[src/rtl/rsm_pkg.sv]
package rsm_pkg;
  localparam int NSLOT    = 4;
  localparam int SLOT_IDX_W = 2;
  localparam int SPAN_W   = 20;  // 1 MB per slot
  localparam int CPU_AW   = 24;

  typedef enum logic [1:0] {
    RGN_NONE   = 2'd0,
    RGN_PAGED  = 2'd1,
    RGN_LINEAR = 2'd2
  } region_e;

  function automatic logic [31:0] size_mask(input logic [5:0] lg);
    if (lg >= 6'd32) return 32'hFFFF_FFFF;
    return (32'd1 << lg) - 32'd1;
  endfunction
endpackage

[src/rtl/rsm_region_decode.sv]
module rsm_region_decode
  import rsm_pkg::*;
(
  input  logic [CPU_AW-1:0]     addr,
  output region_e               region,
  output logic [SLOT_IDX_W-1:0] slot_idx,
  output logic [SPAN_W-1:0]     slot_off
);
  always_comb begin
    region   = RGN_NONE;
    slot_idx = '0;
    slot_off = '0;
    if (!addr[22] && addr[15]) begin
      region   = RGN_PAGED;
      slot_idx = {addr[23], addr[21]};
      slot_off = {addr[20:16], addr[14:0]};
    end else if (addr[23:22] == 2'b11) begin
      region   = RGN_LINEAR;
      slot_idx = addr[21:20];
      slot_off = addr[19:0];
    end
  end
endmodule

[src/rtl/rsm_slot_base.sv]
module rsm_slot_base
  import rsm_pkg::*;
#(
  parameter int SLOT_BANK_W = 3
) (
  input  logic [NSLOT*SLOT_BANK_W-1:0] slot_bank,
  input  logic [NSLOT-1:0]             slot_remap,
  input  logic [SLOT_IDX_W-1:0]        slot_idx,
  input  logic                         linear,
  output logic [SLOT_BANK_W-1:0]       base
);
  logic [SLOT_BANK_W-1:0] paged_base  [NSLOT];
  logic [SLOT_BANK_W-1:0] linear_base [NSLOT];

  for (genvar i = 0; i < NSLOT; i++) begin : g_slot
    assign linear_base[i] = slot_bank[i*SLOT_BANK_W +: SLOT_BANK_W];
    assign paged_base[i]  = slot_remap[i] ? linear_base[i] : SLOT_BANK_W'(i);
  end

  always_comb begin
    if (linear) base = linear_base[slot_idx];
    else        base = paged_base[slot_idx];
  end
endmodule

[src/rtl/rsm_vector_sub.sv]
module rsm_vector_sub
  import rsm_pkg::*;
(
  input  logic [CPU_AW-1:0] addr,
  input  logic              nmi_en,
  input  logic [15:0]       nmi_vec,
  input  logic              irq_en,
  input  logic [15:0]       irq_vec,
  output logic              hit,
  output logic [7:0]        byte_out
);
  always_comb begin
    hit      = 1'b0;
    byte_out = 8'h00;
    if (addr[23:4] == 20'h00FFE) begin
      unique case (addr[3:0])
        4'hA: begin hit = nmi_en; byte_out = nmi_vec[7:0];  end
        4'hB: begin hit = nmi_en; byte_out = nmi_vec[15:8]; end
        4'hE: begin hit = irq_en; byte_out = irq_vec[7:0];  end
        4'hF: begin hit = irq_en; byte_out = irq_vec[15:8]; end
        default: begin hit = 1'b0; byte_out = 8'h00; end
      endcase
    end
  end
endmodule

[src/rtl/rom_slot_mapper.sv]
module rom_slot_mapper
  import rsm_pkg::*;
#(
  parameter int SLOT_BANK_W = 3,
  localparam int ROM_AW = SLOT_BANK_W + SPAN_W,
  localparam int SIZE_W = $clog2(ROM_AW + 1)
) (
  input  logic                         clk,
  input  logic                         rst_n,
  input  logic [CPU_AW-1:0]            cpu_addr,
  input  logic [NSLOT*SLOT_BANK_W-1:0] slot_bank,
  input  logic [NSLOT-1:0]             slot_remap,
  input  logic                         nmi_swap_en,
  input  logic [15:0]                  nmi_vec,
  input  logic                         irq_swap_en,
  input  logic [15:0]                  irq_vec,
  input  logic [SIZE_W-1:0]            rom_size_lg,
  output logic                         rom_sel,
  output logic [ROM_AW-1:0]            rom_addr,
  output logic [7:0]                   ovr_data
);
  region_e               region;
  logic [SLOT_IDX_W-1:0] slot_idx;
  logic [SPAN_W-1:0]     slot_off;
  logic [SLOT_BANK_W-1:0] base;
  logic                  vec_hit;
  logic [7:0]            vec_byte;
  logic [ROM_AW-1:0]     size_msk;

  logic                  sel_d;
  logic [ROM_AW-1:0]     addr_d;
  logic [7:0]            data_d;

  rsm_region_decode u_dec (
    .addr     (cpu_addr),
    .region   (region),
    .slot_idx (slot_idx),
    .slot_off (slot_off)
  );

  rsm_slot_base #(.SLOT_BANK_W(SLOT_BANK_W)) u_base (
    .slot_bank  (slot_bank),
    .slot_remap (slot_remap),
    .slot_idx   (slot_idx),
    .linear     (region == RGN_LINEAR),
    .base       (base)
  );

  rsm_vector_sub u_vec (
    .addr     (cpu_addr),
    .nmi_en   (nmi_swap_en),
    .nmi_vec  (nmi_vec),
    .irq_en   (irq_swap_en),
    .irq_vec  (irq_vec),
    .hit      (vec_hit),
    .byte_out (vec_byte)
  );

  assign size_msk = ROM_AW'(size_mask(6'(rom_size_lg)));

  // next-state
  always_comb begin
    sel_d  = 1'b0;
    addr_d = '0;
    data_d = 8'h00;
    if (vec_hit) begin
      data_d = vec_byte;
    end else if (region != RGN_NONE) begin
      sel_d  = 1'b1;
      addr_d = {base, slot_off} & size_msk;
    end
  end

  // register stage
  always_ff @(posedge clk or negedge rst_n) begin
    if (!rst_n) begin
      rom_sel  <= 1'b0;
      rom_addr <= '0;
      ovr_data <= 8'h00;
    end else begin
      rom_sel  <= sel_d;
      rom_addr <= addr_d;
      ovr_data <= data_d;
    end
  end
endmodule

[config.mk]
export PLATFORM = sky130hd
export DESIGN_NAME = rom_slot_mapper
export DESIGN_NICKNAME = d
export VERILOG_FILES = /design/src/rtl/rsm_pkg.sv /design/src/rtl/rsm_region_decode.sv /design/src/rtl/rsm_slot_base.sv /design/src/rtl/rsm_vector_sub.sv /design/src/rtl/rom_slot_mapper.sv
export SDC_FILE = /design/constraint.sdc
export NUM_CORES = 1
export LEC_CHECK = 0
export BUFFER_PORTS_ARGS = -buffer_cell sky130_fd_sc_hd__buf_2
export CAP_MARGIN = 15
export CORE_ASPECT_RATIO = 1.1
export CORE_MARGIN = 4
export CORE_UTILIZATION = 47
export DETAILED_ROUTE_END_ITERATION = 10
export GPL_TIMING_DRIVEN = 0
export PLACE_DENSITY = 0.81
export SLEW_MARGIN = 20
export SYNTH_ARGS = -nofsm -noshare
export SYNTH_HDL_FRONTEND = slang
export SYNTH_HIERARCHICAL = 1
export SYNTH_SLANG_ARGS = --single-unit
[constraint.sdc]
create_clock -name clk -period 0.8 [get_ports clk]
set_input_delay 0.16 -clock clk [delete_from_list [all_inputs] [get_ports clk]]
set_output_delay 0.16 -clock clk [all_outputs]
set_load 0.02 [all_outputs]
After elaboration in Yosys (flattened, before gate mapping) --
Index checks and enable logic that the tools add are counted.
Storage, ports and cells: register bits 32, input bits 81, output and inout bits 32, word-level logic and storage cells 46
Cells by class: add/subtract/negate cells 1, $lt $le $gt $ge 1, equal/unequal tests 7, shift-type cells 1, mux-type cells 26, bitwise gates (word level) 2, reductions and logical operators 5
Operators with widths (count):
- $mux W23 | 2
- $mux W20 | 2
- $pmux W8 S4 | 1
- $mux W3 | 9
- $and A23 B23 Y23 | 1
- $shl A1 B5 Y23 const A | 1
- $sub A23 B1 Y23 const B | 1
- $eq A20 B12 Y1 const B | 1
- $eq A4 B4 Y1 const B | 4
- $mux W8 | 2
- $bmux W3 S2 | 2
- $mux W2 | 4
- $eq A2 B2 Y1 const B | 2
- $reduce_or A2 Y1 | 2
- $ge A3 B3 Y1 const B | 1
- $mux W1 | 3
- $not A2 Y3 | 1
- $pmux W1 S2 | 1
- $reduce_bool A2 Y1 | 1
- $logic_and A1 B1 Y1 | 1
- $logic_not A1 Y1 | 1

Longest topological paths before layout --
depth after elaboration 11, gate-level depth with buffers 10, gate-level depth less buffers 7

Hierarchy --
The synthesis kept the hierarchy.
Modules (own cells, without submodules):
- rom_slot_mapper | times used 1, cells each 146, area each 1472.7 um^2, sequential area each 800.8 um^2
- rsm_vector_sub | times used 1, cells each 30, area each 380.4 um^2, sequential area each 0.0 um^2
- rsm_region_decode | times used 1, cells each 31, area each 264.0 um^2, sequential area each 0.0 um^2
- rsm_slot_base | times used 1, cells each 24, area each 207.7 um^2, sequential area each 0.0 um^2

Least setup slack after synthesis --
Ideal clock, no wire load.
path kind input port to flip-flop, from input port cpu_addr[18], to register rom_addr[15], library setup time 120 ps, arrival 2145 ps, required time 680 ps, slack -1464 ps, cell stages on the path 7, buffers on the path 2, cell sequence or4_1 -> or4_1 -> buf_6 -> nor3_2 -> o21ba_2 -> clkbuf_1 -> and3_1
Between the ends: cells in the longest elaborated chain, start to end 3
Ends and longest elaborated chain:
- start: declaration | RTL line rom_slot_mapper.sv:10 | input logic [CPU_AW-1:0] cpu_addr,
- $eq A20 B12 Y1 | RTL line rsm_vector_sub.sv:15 | if (addr[23:4] == 20'h00FFE) begin
- $mux W1 | RTL line rsm_vector_sub.sv:15
- named net vec_hit | RTL line rom_slot_mapper.sv:26 | logic vec_hit;
- $mux W23 | RTL line rom_slot_mapper.sv:66 | if (vec_hit) begin
- named net addr_d[15] | RTL line rom_slot_mapper.sv:31 | logic [ROM_AW-1:0] addr_d;
- end signal: assignment | RTL line rom_slot_mapper.sv:82 | rom_addr <= addr_d;
- end: declaration | RTL line rom_slot_mapper.sv:19 | output logic [ROM_AW-1:0] rom_addr,
The timed path passes the listed nets, and every way through them passes these cells.

Final worst setup path --
from input port cpu_addr[16], to register rom_addr[21]
The elaborated chain is that of the path after synthesis.

==> results.cfg <==
[grt]
overflow = 0
antenna_found_initial = 0
track_usage_pct = 24.5
grt_pass1_vias = 2375
grt_max_degree = 33
grt_pass1_wl_um = 11200

[clocking]
cts_buffer_depth = 2
cts_root_buf = clkbuf_8
clk_pin_slew_ps = 70
cts_inserted_buffers = 5
clkSinkCount = 32
htreeDepth = 2
cts_tree = done

[status]
violations = hold timing, setup timing
outcome = finished, violations left

[yosys]
syn_inst = 231
yosys_warnings = 6
yosys.area.top_type = dfrtp_1
synth_edf_count = 0
ys_seq_elements = 32
synth_cell_types = 58
async_reset_ff_share_pct = 100
synthFlopType = dfrtp_1
yosysTopAreaCellShare_pct = 34.4
netlist_top_cells_count = 32 x dfrtp_1, 14 x nand2_1, 13 x and2_1
synthesis.area_um2 = 2320
ys_seq_area_share_pct = 34.4
yosys.cell_count.top_type = dfrtp_1
syn_area_per_cell_um2 = 10.1
synth_fp_nets = 313
synthTopCellsByArea = dfrtp_1 34%, mux4_2 7.8%, nor3b_2 4.3%

[finish]
layout.nets = 443
area.growth.synth_to_final_pct = 56.2
num_antenna_cells = 0
fin_cells = 418
design_area_um2 = 3630
drive_gt1_share_pct = 59.1

[setup_path]
worstSetupEndpointType = flip-flop
path_max_fanout = 6
cp.required_ps = 980
cp_num_buf_inv = 1
cp_top_family = simple AND/OR/NAND/NOR gates
worstPathArrival_ps = 2120
path_cells = buf_6 > or4b_4 > or4_4 > nor3_4 > o21ba_4 > o211a_1 > and3_1
max_stage_delay_ps = 580
criticalPathCategory = input port to flip-flop
start_kind = input port
slowest_stage = or4_4

[power]
seq_power_share_pct = 36.9
p_sw_share_pct = 28.7
pwr-share-clk_pct = 33.8
power.internal_mw = 3.27
vdd_drop_max_v = 0.000777
p_comb_share_pct = 29.3
power_density_nw_per_um2 = 1260
p_switching_mw = 1.32
power_leakage_nw = 1.72

[timing]
setup_violations = 64
clock.fmax_mhz = 515
maxSlewViolCount = 0
hold_ws_ps = -65.5
slew_headroom_pct = 50.7
hold_viol_final = 32
finalCriticalPeriod_ps = 1940
worst_slack_ps = -1140
rsz0062_at_grt = yes
tightest_slew_ps = 739
finalCritPeriodShare_pct = 243

[drt]
vias = 2447
dr.first_iter.drc_count = 120
first_pass_iters = 4
avgRoutedWirePerCell_um = 19.0
drtAntennaViolNets = 0
drcViolationCount = 0
routed_wl_um = 7950
vias_per_cell = 5.85

[placement]
place.gp.congestion = 0.923
dp_hpwl_um = 5120
port_buffers = 111
placed_area_um2 = 2980
dp_cells = 398

[die]
core_area_um2 = 4720
dieWidth_um = 75.1
initial_core_util_pct = 49.3
fp.dieH_um = 81.8
io-pin-count = 113
rows = 26
die_area_um2 = 6140

[job]
drv_cap = 0

[min_path]
holdCritPathClass = input port to asynchronous set/reset pin
==> timing repair <==
| action | CTS | global route |
|---|---|---|
| endpoints found under the setup margin | 64 | 64 |
| hold endpoints to repair | 32 | 15 |
| setup buffers | 3 | 11 |
| gates resized for setup | 95 | 35 |
| gates cloned | 2 | 0 |
| pin swaps | 15 | 9 |
==> power groups by stage <==
stage | clock (mW) | combinational [mW] | sequential, mW
finish | 1.55 | 1.34 | 1.69
global route | 1.65 | 1.43 | 1.69
CTS | 1.57 | 1.22 | 1.69
detailed placement | 0 | 1.05 | 1.71
global placement | 0 | 1.04 | 1.71
floorplan | 0 | 0.573 | 1.78
==> layout by cell type (no fill, tap or decap), drive strengths merged, types with 4 or more instances in the layout <==
| master | n |
|---|---|
| clkbuf | 16 |
| o211a | 4 |
| buf | 136 |
| mux4 | 8 |
| nor3b | 9 |
| a21oi | 8 |
| a32o | 5 |
| and3 | 9 |
| or3 | 4 |
| nand2b | 4 |
| nor2 | 7 |
| mux2i | 4 |
| o211ai | 4 |
| o21ai | 12 |
| nand2 | 14 |
| nor3 | 6 |
| dfrtp | 32 |
| nor2b | 21 |
| and2 | 13 |
==> area by class of cell <==
cell class                      instances  area (um^2)
Inverter                                2         7.51
Buffer                                 20          154
Sequential cell                        32          801
Fill cell                             298         1080
Tap cell                               56         70.1
Multi-Input combinational cell        174         1580
Clock inverter                          2         35.0
Clock buffer                            6         72.6
Timing Repair Buffer                  126          910
==> state kept, by name, summed over array words and instances (netlist names) <==
name,flops
rom_addr,23
ovr_data,8
rom_sel,1
==> final timing paths <==
| check | start | endpoint | slack, ps | cells past startpoint |
|---|---|---|---|---|
| worst max-delay path | cpu_addr[16] | rom_addr[21]$_DFF_PN0_ | -1140 | 7 |
| worst min-delay path | rst_n | ovr_data[2]$_DFF_PN0_ | -70 | 1 |
| max in group asynchronous | rst_n | rom_addr[18]$_DFF_PN0_ | 390 | 1 |
| min in group clk | cpu_addr[16] | rom_addr[16]$_DFF_PN0_ | 250 | 3 |
==> logic make-up after synthesis <==
logic type	count (synthesis)	synth area share [%]
mux	14	11.1
simple gates	108	31.4
flops	32	34.4
fa+ha+maj	1	0.538
compound gates	51	16.8
buf+inv	25	5.60
==> layer usage <==
layer  track usage (%)  up-vias  share of wire [%]
met5                 0        -                  0
met1              27.1     1160                 35
li1                  -     1116                  -
met4              8.90        0                2.9
met3              5.39       32                8.6
met2              45.1      139                 54
==> stage by stage <==
step,util (%),power (mW),hold WS (ps),TNS [ps],setup slack [ps]
after global routing,77.0,4.78,-7.09,-38100,-1170
final,77.0,4.58,-65.5,-36770,-1140
after global placement,63.3,2.75,247,-46420,-1590
after floorplan,-,2.35,-136,-37110,-1280
after CTS,73.5,4.48,-51.7,-38720,-1170
after detailed placement,63.3,2.76,262,-47700,-1630
Power figures use the tool's default switching activity.
